File: src/rtl/bct_pkg.sv
package bct_pkg;

    localparam int unsigned NUM_FLAGS = 3;

    typedef enum logic [1:0] {
        THR_FREE  = 2'd0,
        THR_AVAIL = 2'd1,
        THR_IDLE  = 2'd2,
        THR_NONE  = 2'd3
    } thr_sel_e;

    typedef struct packed {
        logic scl;
        logic sda;
    } line_t;

endpackage

File: src/rtl/bct_line_cond.sv
module bct_line_cond
    import bct_pkg::*;
(
    input  logic clk_i,
    input  logic rst_ni,
    input  logic scl_i,
    input  logic sda_i,
    output logic start_o,
    output logic stop_o
);

    line_t line_d, line_q;
    logic  clk_held;

    always_comb begin
        line_d.scl = scl_i;
        line_d.sda = sda_i;
    end

    always_ff @(posedge clk_i or negedge rst_ni) begin
        if (!rst_ni) begin
            line_q <= '{scl: 1'b1, sda: 1'b1};
        end else begin
            line_q <= line_d;
        end
    end

    // Condition only when the clock line is high on both samples.
    assign clk_held = scl_i & line_q.scl;
    assign start_o  = clk_held &  line_q.sda & ~sda_i;
    assign stop_o   = clk_held & ~line_q.sda &  sda_i;

endmodule

File: src/rtl/bct_elapsed.sv
module bct_elapsed #(
    parameter int unsigned W = 32
) (
    input  logic         clk_i,
    input  logic         rst_ni,
    input  logic         restart_i,
    input  logic         hold_i,
    output logic [W-1:0] cnt_o,
    output logic         armed_o
);

    localparam logic [W-1:0] CNT_MAX = '1;

    typedef struct packed {
        logic [W-1:0] cnt;
        logic         armed;
    } cnt_st_t;

    cnt_st_t st_d, st_q;

    always_comb begin
        st_d = st_q;
        if (hold_i) begin
            st_d.cnt   = '0;
            st_d.armed = 1'b0;
        end else if (restart_i) begin
            st_d.cnt   = '0;
            st_d.armed = 1'b1;
        end else if (st_q.armed && (st_q.cnt != CNT_MAX)) begin
            st_d.cnt = st_q.cnt + 1'b1;
        end
    end

    always_ff @(posedge clk_i or negedge rst_ni) begin
        if (!rst_ni) begin
            st_q <= '0;
        end else begin
            st_q <= st_d;
        end
    end

    assign cnt_o   = st_q.cnt;
    assign armed_o = st_q.armed;

endmodule

File: src/rtl/bct_thr_bank.sv
module bct_thr_bank
    import bct_pkg::*;
#(
    parameter int unsigned   W         = 32,
    parameter logic [W-1:0]  FREE_RST  = W'(8),
    parameter logic [W-1:0]  AVAIL_RST = W'(50),
    parameter logic [W-1:0]  IDLE_RST  = W'(10000)
) (
    input  logic                 clk_i,
    input  logic                 rst_ni,
    input  logic                 we_i,
    input  thr_sel_e             sel_i,
    input  logic [W-1:0]         wdata_i,
    input  logic [W-1:0]         elapsed_i,
    input  logic                 armed_i,
    input  logic                 clear_i,
    output logic [NUM_FLAGS-1:0] flags_o
);

    localparam logic [NUM_FLAGS-1:0][W-1:0] THR_RST = {IDLE_RST, AVAIL_RST, FREE_RST};

    typedef struct packed {
        logic [NUM_FLAGS-1:0][W-1:0] thr;
        logic [NUM_FLAGS-1:0]        flag;
    } bank_st_t;

    bank_st_t             st_d, st_q;
    logic [NUM_FLAGS-1:0] hit_w;
    logic [NUM_FLAGS-1:0] wsel_w;

    for (genvar g = 0; g < NUM_FLAGS; g++) begin : g_cmp
        assign hit_w[g]  = (elapsed_i >= st_q.thr[g]);
        assign wsel_w[g] = we_i && (sel_i == thr_sel_e'(g));
    end

    always_comb begin
        st_d = st_q;
        for (int i = 0; i < NUM_FLAGS; i++) begin
            if (wsel_w[i]) begin
                st_d.thr[i] = wdata_i;
            end
            st_d.flag[i] = ~clear_i & armed_i & (st_q.flag[i] | hit_w[i]);
        end
    end

    always_ff @(posedge clk_i or negedge rst_ni) begin
        if (!rst_ni) begin
            st_q.thr  <= THR_RST;
            st_q.flag <= '0;
        end else begin
            st_q <= st_d;
        end
    end

    assign flags_o = st_q.flag;

endmodule

File: src/rtl/bus_cond_timers.sv
module bus_cond_timers
    import bct_pkg::*;
#(
    parameter int unsigned         CNT_W     = 32,
    parameter logic [CNT_W-1:0]    FREE_RST  = CNT_W'(8),
    parameter logic [CNT_W-1:0]    AVAIL_RST = CNT_W'(50),
    parameter logic [CNT_W-1:0]    IDLE_RST  = CNT_W'(10000)
) (
    input  logic             clk_i,
    input  logic             rst_ni,
    input  logic             scl_i,
    input  logic             sda_i,
    input  logic             hdr_mode_i,
    input  logic             thr_we_i,
    input  logic [1:0]       thr_sel_i,
    input  logic [CNT_W-1:0] thr_wdata_i,
    output logic             busy_o,
    output logic             free_o,
    output logic             avail_o,
    output logic             idle_o
);

    typedef struct packed {
        logic busy;
    } top_st_t;

    logic                 start_w;
    logic                 stop_w;
    logic [CNT_W-1:0]     elapsed_w;
    logic                 armed_w;
    logic [NUM_FLAGS-1:0] flags_w;
    top_st_t              st_d, st_q;

    bct_line_cond u_cond (
        .clk_i   (clk_i),
        .rst_ni  (rst_ni),
        .scl_i   (scl_i),
        .sda_i   (sda_i),
        .start_o (start_w),
        .stop_o  (stop_w)
    );

    bct_elapsed #(.W(CNT_W)) u_elapsed (
        .clk_i     (clk_i),
        .rst_ni    (rst_ni),
        .restart_i (stop_w),
        .hold_i    (hdr_mode_i | start_w),
        .cnt_o     (elapsed_w),
        .armed_o   (armed_w)
    );

    bct_thr_bank #(
        .W         (CNT_W),
        .FREE_RST  (FREE_RST),
        .AVAIL_RST (AVAIL_RST),
        .IDLE_RST  (IDLE_RST)
    ) u_bank (
        .clk_i     (clk_i),
        .rst_ni    (rst_ni),
        .we_i      (thr_we_i),
        .sel_i     (thr_sel_e'(thr_sel_i)),
        .wdata_i   (thr_wdata_i),
        .elapsed_i (elapsed_w),
        .armed_i   (armed_w),
        .clear_i   (hdr_mode_i | start_w),
        .flags_o   (flags_w)
    );

    always_comb begin
        st_d = st_q;
        if (start_w) begin
            st_d.busy = 1'b1;
        end else if (stop_w) begin
            st_d.busy = 1'b0;
        end
    end

    always_ff @(posedge clk_i or negedge rst_ni) begin
        if (!rst_ni) begin
            st_q <= '0;
        end else begin
            st_q <= st_d;
        end
    end

    assign busy_o  = st_q.busy;
    assign free_o  = flags_w[THR_FREE];
    assign avail_o = flags_w[THR_AVAIL];
    assign idle_o  = flags_w[THR_IDLE];

endmodule

File: config.mk
export PLATFORM = sky130hd
export DESIGN_NAME = bus_cond_timers
export DESIGN_NICKNAME = d
export VERILOG_FILES = /design/src/rtl/bct_pkg.sv /design/src/rtl/bct_line_cond.sv /design/src/rtl/bct_elapsed.sv /design/src/rtl/bct_thr_bank.sv /design/src/rtl/bus_cond_timers.sv
export SDC_FILE = /design/constraint.sdc
export NUM_CORES = 1
export LEC_CHECK = 0
export BUFFER_PORTS_ARGS = -buffer_cell sky130_fd_sc_hd__buf_4
export CORE_MARGIN = 1.5
export CORE_UTILIZATION = 40
export CTS_CLUSTER_DIAMETER = 50
export DETAILED_ROUTE_END_ITERATION = 12
export HOLD_SLACK_MARGIN = 0.05
export MAX_ROUTING_LAYER = met4
export PLACE_DENSITY = 0.64
export SLEW_MARGIN = 20
export SYNTH_ARGS = -nofsm -noshare
export SYNTH_HDL_FRONTEND = slang
export SYNTH_SLANG_ARGS = --single-unit
File: constraint.sdc
create_clock -name clk_i -period 2.5 [get_ports clk_i]
set_clock_uncertainty 0.1 [all_clocks]
set_input_delay 0.5 -clock clk_i [delete_from_list [all_inputs] [get_ports clk_i]]
set_output_delay 0.5 -clock clk_i [all_outputs]
set_load 0.05 [all_outputs]
After elaboration in Yosys (flattened, before gate mapping)
Index checks and enable logic that the tools add are counted.

storage, ports and cells
  register bits = 135
  input bits = 40
  output and inout bits = 4
  logic and storage cells = 46

operators by class
  add/subtract/negate cells = 1
  order comparisons = 3
  equal/unequal tests = 3
  multiplexer cells = 6
  bitwise operators = 16
  reduce and logical (&&, ||, !) cells = 8

operator list
  cell                                                                   number
  32-bit >= comparator                                                   3
  32-bit 2-to-1 mux                                                      2
  33-bit 2-to-1 mux                                                      1
  32-bit by 1-bit adder with 32-bit output, second input constant        1
  32-bit inequality test, second input constant                          1
  1-bit AND                                                              9
  1-bit logical AND                                                      4
  1-bit OR                                                               4
  2-bit nonzero test                                                     2
  1-bit 2-to-1 mux                                                       3
  1-bit NOT                                                              3
  3-bit nonzero test                                                     1
  2-bit by 1-bit equality test with 1-bit output, second input constant  1
  2-bit equality test, second input constant                             1
  2-bit logical NOT                                                      1

Depth between registers and ports, before layout
  depth after elaboration = 7
  gate-level depth with buffers = 7
  depth with buffers taken out = 7

Cells and area by module
From an unflattened synthesis, not the netlist that was laid out.

second synthesis, totals
  cells, all modules = 793
  area, all modules = 8075.2 um^2

modules (own cells, without submodules)
  module           times used  cells each  area each (um^2)
  bct_thr_bank     1           583         5993.2
  bct_elapsed      1           202         1965.6
  bct_line_cond    1           4           72.6
  bus_cond_timers  1           4           43.8

Worst setup path before layout
Ideal clock, no wire load.

  kind = register to register
  start point = register u_elapsed.st_q (netlist bit u_elapsed.cnt_o[8])
  end point = register u_elapsed.st_q (netlist bit u_elapsed.cnt_o[29])
  arrival = 1.973 ns
  required time = 2.322 ns
  slack = 0.349 ns
  cell stages (with the launch flop) = 8
  cells stage by stage = dfrtp_1 -> buf_4 -> and4_4 -> nand4_4 -> or3_1 -> buf_2 -> or4_1 -> a21oi_1

on the way
  longest elaborated chain between the ends = 4
  elaborated cells on any way between the ends = 7
  classes of those cells = add/sub: 1; eq/ne: 1; mux: 3; reduce/logical: 2

RTL lines
  element                                   RTL line           source
  start: declaration                        bct_elapsed.sv:19  cnt_st_t st_d, st_q;
  start signal: assignment                  bct_elapsed.sv:38  st_q <= st_d;
  32-bit by 1-bit adder with 32-bit output  bct_elapsed.sv:30  st_d.cnt = st_q.cnt + 1'b1;
  32-bit 2-to-1 mux                         bct_elapsed.sv:29  end else if (st_q.armed && (st_q.cnt != CNT_MAX)) begin
  32-bit 2-to-1 mux                         bct_elapsed.sv:26  end else if (restart_i) begin
  33-bit 2-to-1 mux                         bct_elapsed.sv:23  if (hold_i) begin

Parallel ways exist; a longest one is shown, timed or not. The select of a mux whose other input is x is not followed.
A chain may end at the register's enable or synchronous reset.

==> metrics.cfg <==
[synth]
synth_commonest_cells = dfrtp_1 (124), inv_1 (99), ha_1 (97), nand2_1 (69), mux2_2 (65)
yosysMostFrequentCell = dfrtp_1
synth-edff-count = 0
syn_nets = 919
yosys_warnings = 0
ys_async_sr_fraction_pct = 100
synth.distinct_cells = 59
synth_seq_cells = 135
yosysSeqAreaShare_pct = 42.7
syn_area_per_cell_um2 = 10.2
netlist_area_um2 = 7950
synth-main-ff-cell = dfrtp_1
syn_inst = 782
synth_top_cell_by_area = dfrtp_1
synth_top_area_share_pct = 39.0
synthTopCellsByArea = dfrtp_1 (39%), ha_1 (15%), mux2_2 (9.2%), inv_1 (4.7%), dfstp_2 (3.6%)

[clock_network]
tritoncts = built
cts_sinks = 135
cts_max_level = 4
clk_transition_reported_paths_ps = 60
cts_buffer_depth = 2
cts_buffers = 17
clkLatencyLatePin_ps = 430
ctsRootBufferMaster = clkbuf_16

[timing]
fin_crit_ps = 2430
fin_crit_sh_pct = 97.1
drv_slew = 0
rsz0062_at_grt = false
worst_pin_slew_ps = 972
setup-violations-final = 0
final_hold_viol_count = 0
slew_headroom_pct = 33.5
max_freq_ghz = 0.412

[pwr]
swShare_pct = 27.0
clock_power_share_pct = 38.3
p_int_uw = 4250
p_switching_uw = 1570
p_leak_uw = 0.00449
power_frac_comb_pct = 16.8
powerDensity_nw_per_um2 = 621
irDropWorstVdd_mv = 0.468
p_total_uw = 5820
power_frac_seq_pct = 44.9

[global_routing]
grt_pass1_vias = 6087
antenna_found_initial = 0
grt_pass1_wl_um = 31300
grt_start_max_net_pins = 64
overflow = 0
grtUsageTotal_pct = 20.2

[placed_design]
dpl.hpwl_um = 14000
portBuffers = 43
place.gp.congestion = 0.871

[worst_hold_path]
hp-class = in2reg

[worst_setup_path]
required_ps = 2750
setup.worst_path.start_class = flop
path_max_fanout = 6
arrival_ps = 2680
endpoint_kind = flop
critPathKind = reg2reg

[route]
wl_per_cell_um = 16.5
dr.pass1.iters = 5
initialDrtViolationCount = 368
ant_nets = 0
vias = 6136
routed_wl_um = 18800
vias_per_cell = 5.38
drc_errors = 0

[floorplanning]
die_area_um2 = 20700
die_x_um = 144
die_y_um = 144
core_area_um2 = 19500
num_rows = 51
pin_count = 44
initial_utilization_pct = 40.8

[status]
outcome = finished clean

[final_layout]
fin_util_pct = 48.2
fin_nets = 999
drive_gt1_share_pct = 23.2
area_growth_pct = 18.0
n_antenna_cell = 0

[job]
maxCapViolCount = 0

[layout by cell type (no fill, tap or decap), types with 6 or more instances in the layout]
cell,n
nor4_1,6
mux2_2,65
buf_4,79
nand4_1,24
dfstp_2,11
or4_1,11
clkbuf_16,17
or3_1,7
a21oi_1,44
o21ai_0,43
a211oi_1,7
nand2_1,69
o31ai_1,9
nor3_1,8
nor2_1,25
dfrtp_1,123
nand3_1,20
inv_1,99
ha_1,97
a31oi_1,9
clkbuf_1,8
a21o_1,7
xnor2_1,13
[stage by stage]
| stage | hold slack [ps] | worst slack, ps | setup TNS, ps | instances | area [um2] |
|---|---|---|---|---|---|
| final | 109 | 72.7 | 0 | 1140 | 9380 |
| after detailed placement | 334 | -28.0 | -28.0 | 1107 | 8840 |
| after global routing | 94.8 | 18.6 | 0 | 1140 | 9380 |
| after floorplan | 104 | 349 | 0 | 782 | 7950 |
| after global placement | 332 | -38.8 | -38.8 | 1107 | 8840 |
| after CTS | 95.9 | 67.7 | 0 | 1140 | 9370 |
[worst max-delay path, cell delays in order, from the launching register on]
cell and delay, ps:
dfrtp_1 430, buf_4 180, ha_1 300, nand4_1 170, a2111oi_0 860, o31ai_1 120
a21oi_1 190
[cells by family after synthesis]
family / synth area share (%)
xor gates and xnor gates: 1.76
AOI/OAI and AO/OA: 12.1
DFF: 42.7
muxes: 9.21
buffers and inverters: 5.85
adders and majority gates: 15.3
and+or+nand+nor: 13.2
[power by group through the flow]
stage | combinational, uW | sequential (uW) | clock [uW]
floorplan | 640 | 2620 | 0
global placement | 945 | 2640 | 0
detailed placement | 977 | 2650 | 0
CTS | 986 | 2620 | 2270
global route | 1110 | 2650 | 2360
finish | 977 | 2620 | 2230
[per-layer routing]
| metal | routed length [um] | global-route usage, % | vias to the layer above |
|---|---|---|---|
| met5 | 0 | - | - |
| met4 | 347 | 6.34 | 0 |
| met3 | 720 | 3.84 | 25 |
| met2 | 8640 | 30.8 | 120 |
| met1 | 9100 | 27.1 | 3016 |
| li1 | - | - | 2975 |
[worst paths after layout]
kind	slack (ps)	startpoint	cells past startpoint	endpoint
worst max-delay path	70	u_elapsed.cnt_o[9]	6	u_bank.flags_o[2]
worst min-delay path	110	scl_i	1	u_cond.line_q[1]
worst max register to register	70	u_elapsed.cnt_o[9]	6	u_bank.flags_o[2]
worst min register to register	400	u_bank.st_q[94]	1	u_bank.st_q[94]
max in group asynchronous	1070	rst_ni	3	u_bank.st_q[80]
min in group asynchronous	440	rst_ni	2	u_bank.st_q[58]
[state kept, by name, summed over array words and instances, names as in the netlist]
name and count:
u_bank.st_q 96, u_elapsed.cnt_o 32, u_bank.flags_o 3, u_cond.line_q 2
busy_o 1, u_elapsed.armed_o 1
[final cells by class]
cell class	instances	area (um2)
clock inverters	5	27.5
fillers	1802	10100
well taps	265	332
repair buffers	83	654
multi-input cells	526	4120
clock buffers	27	483
flip-flops and latches	135	3390
inverters	99	372
[timing repair]
| action | CTS | global route |
|---|---|---|
| endpoints found under the hold margin | 29 | 0 |
| hold buffers | 1 | 0 |
| endpoints found under the setup margin | 1 | 5 |
| pin swaps | 0 | 0 |
| resized for setup | 1 | 3 |
| buffers inserted | 0 | 0 |
Power figures use the tool's default switching activity.
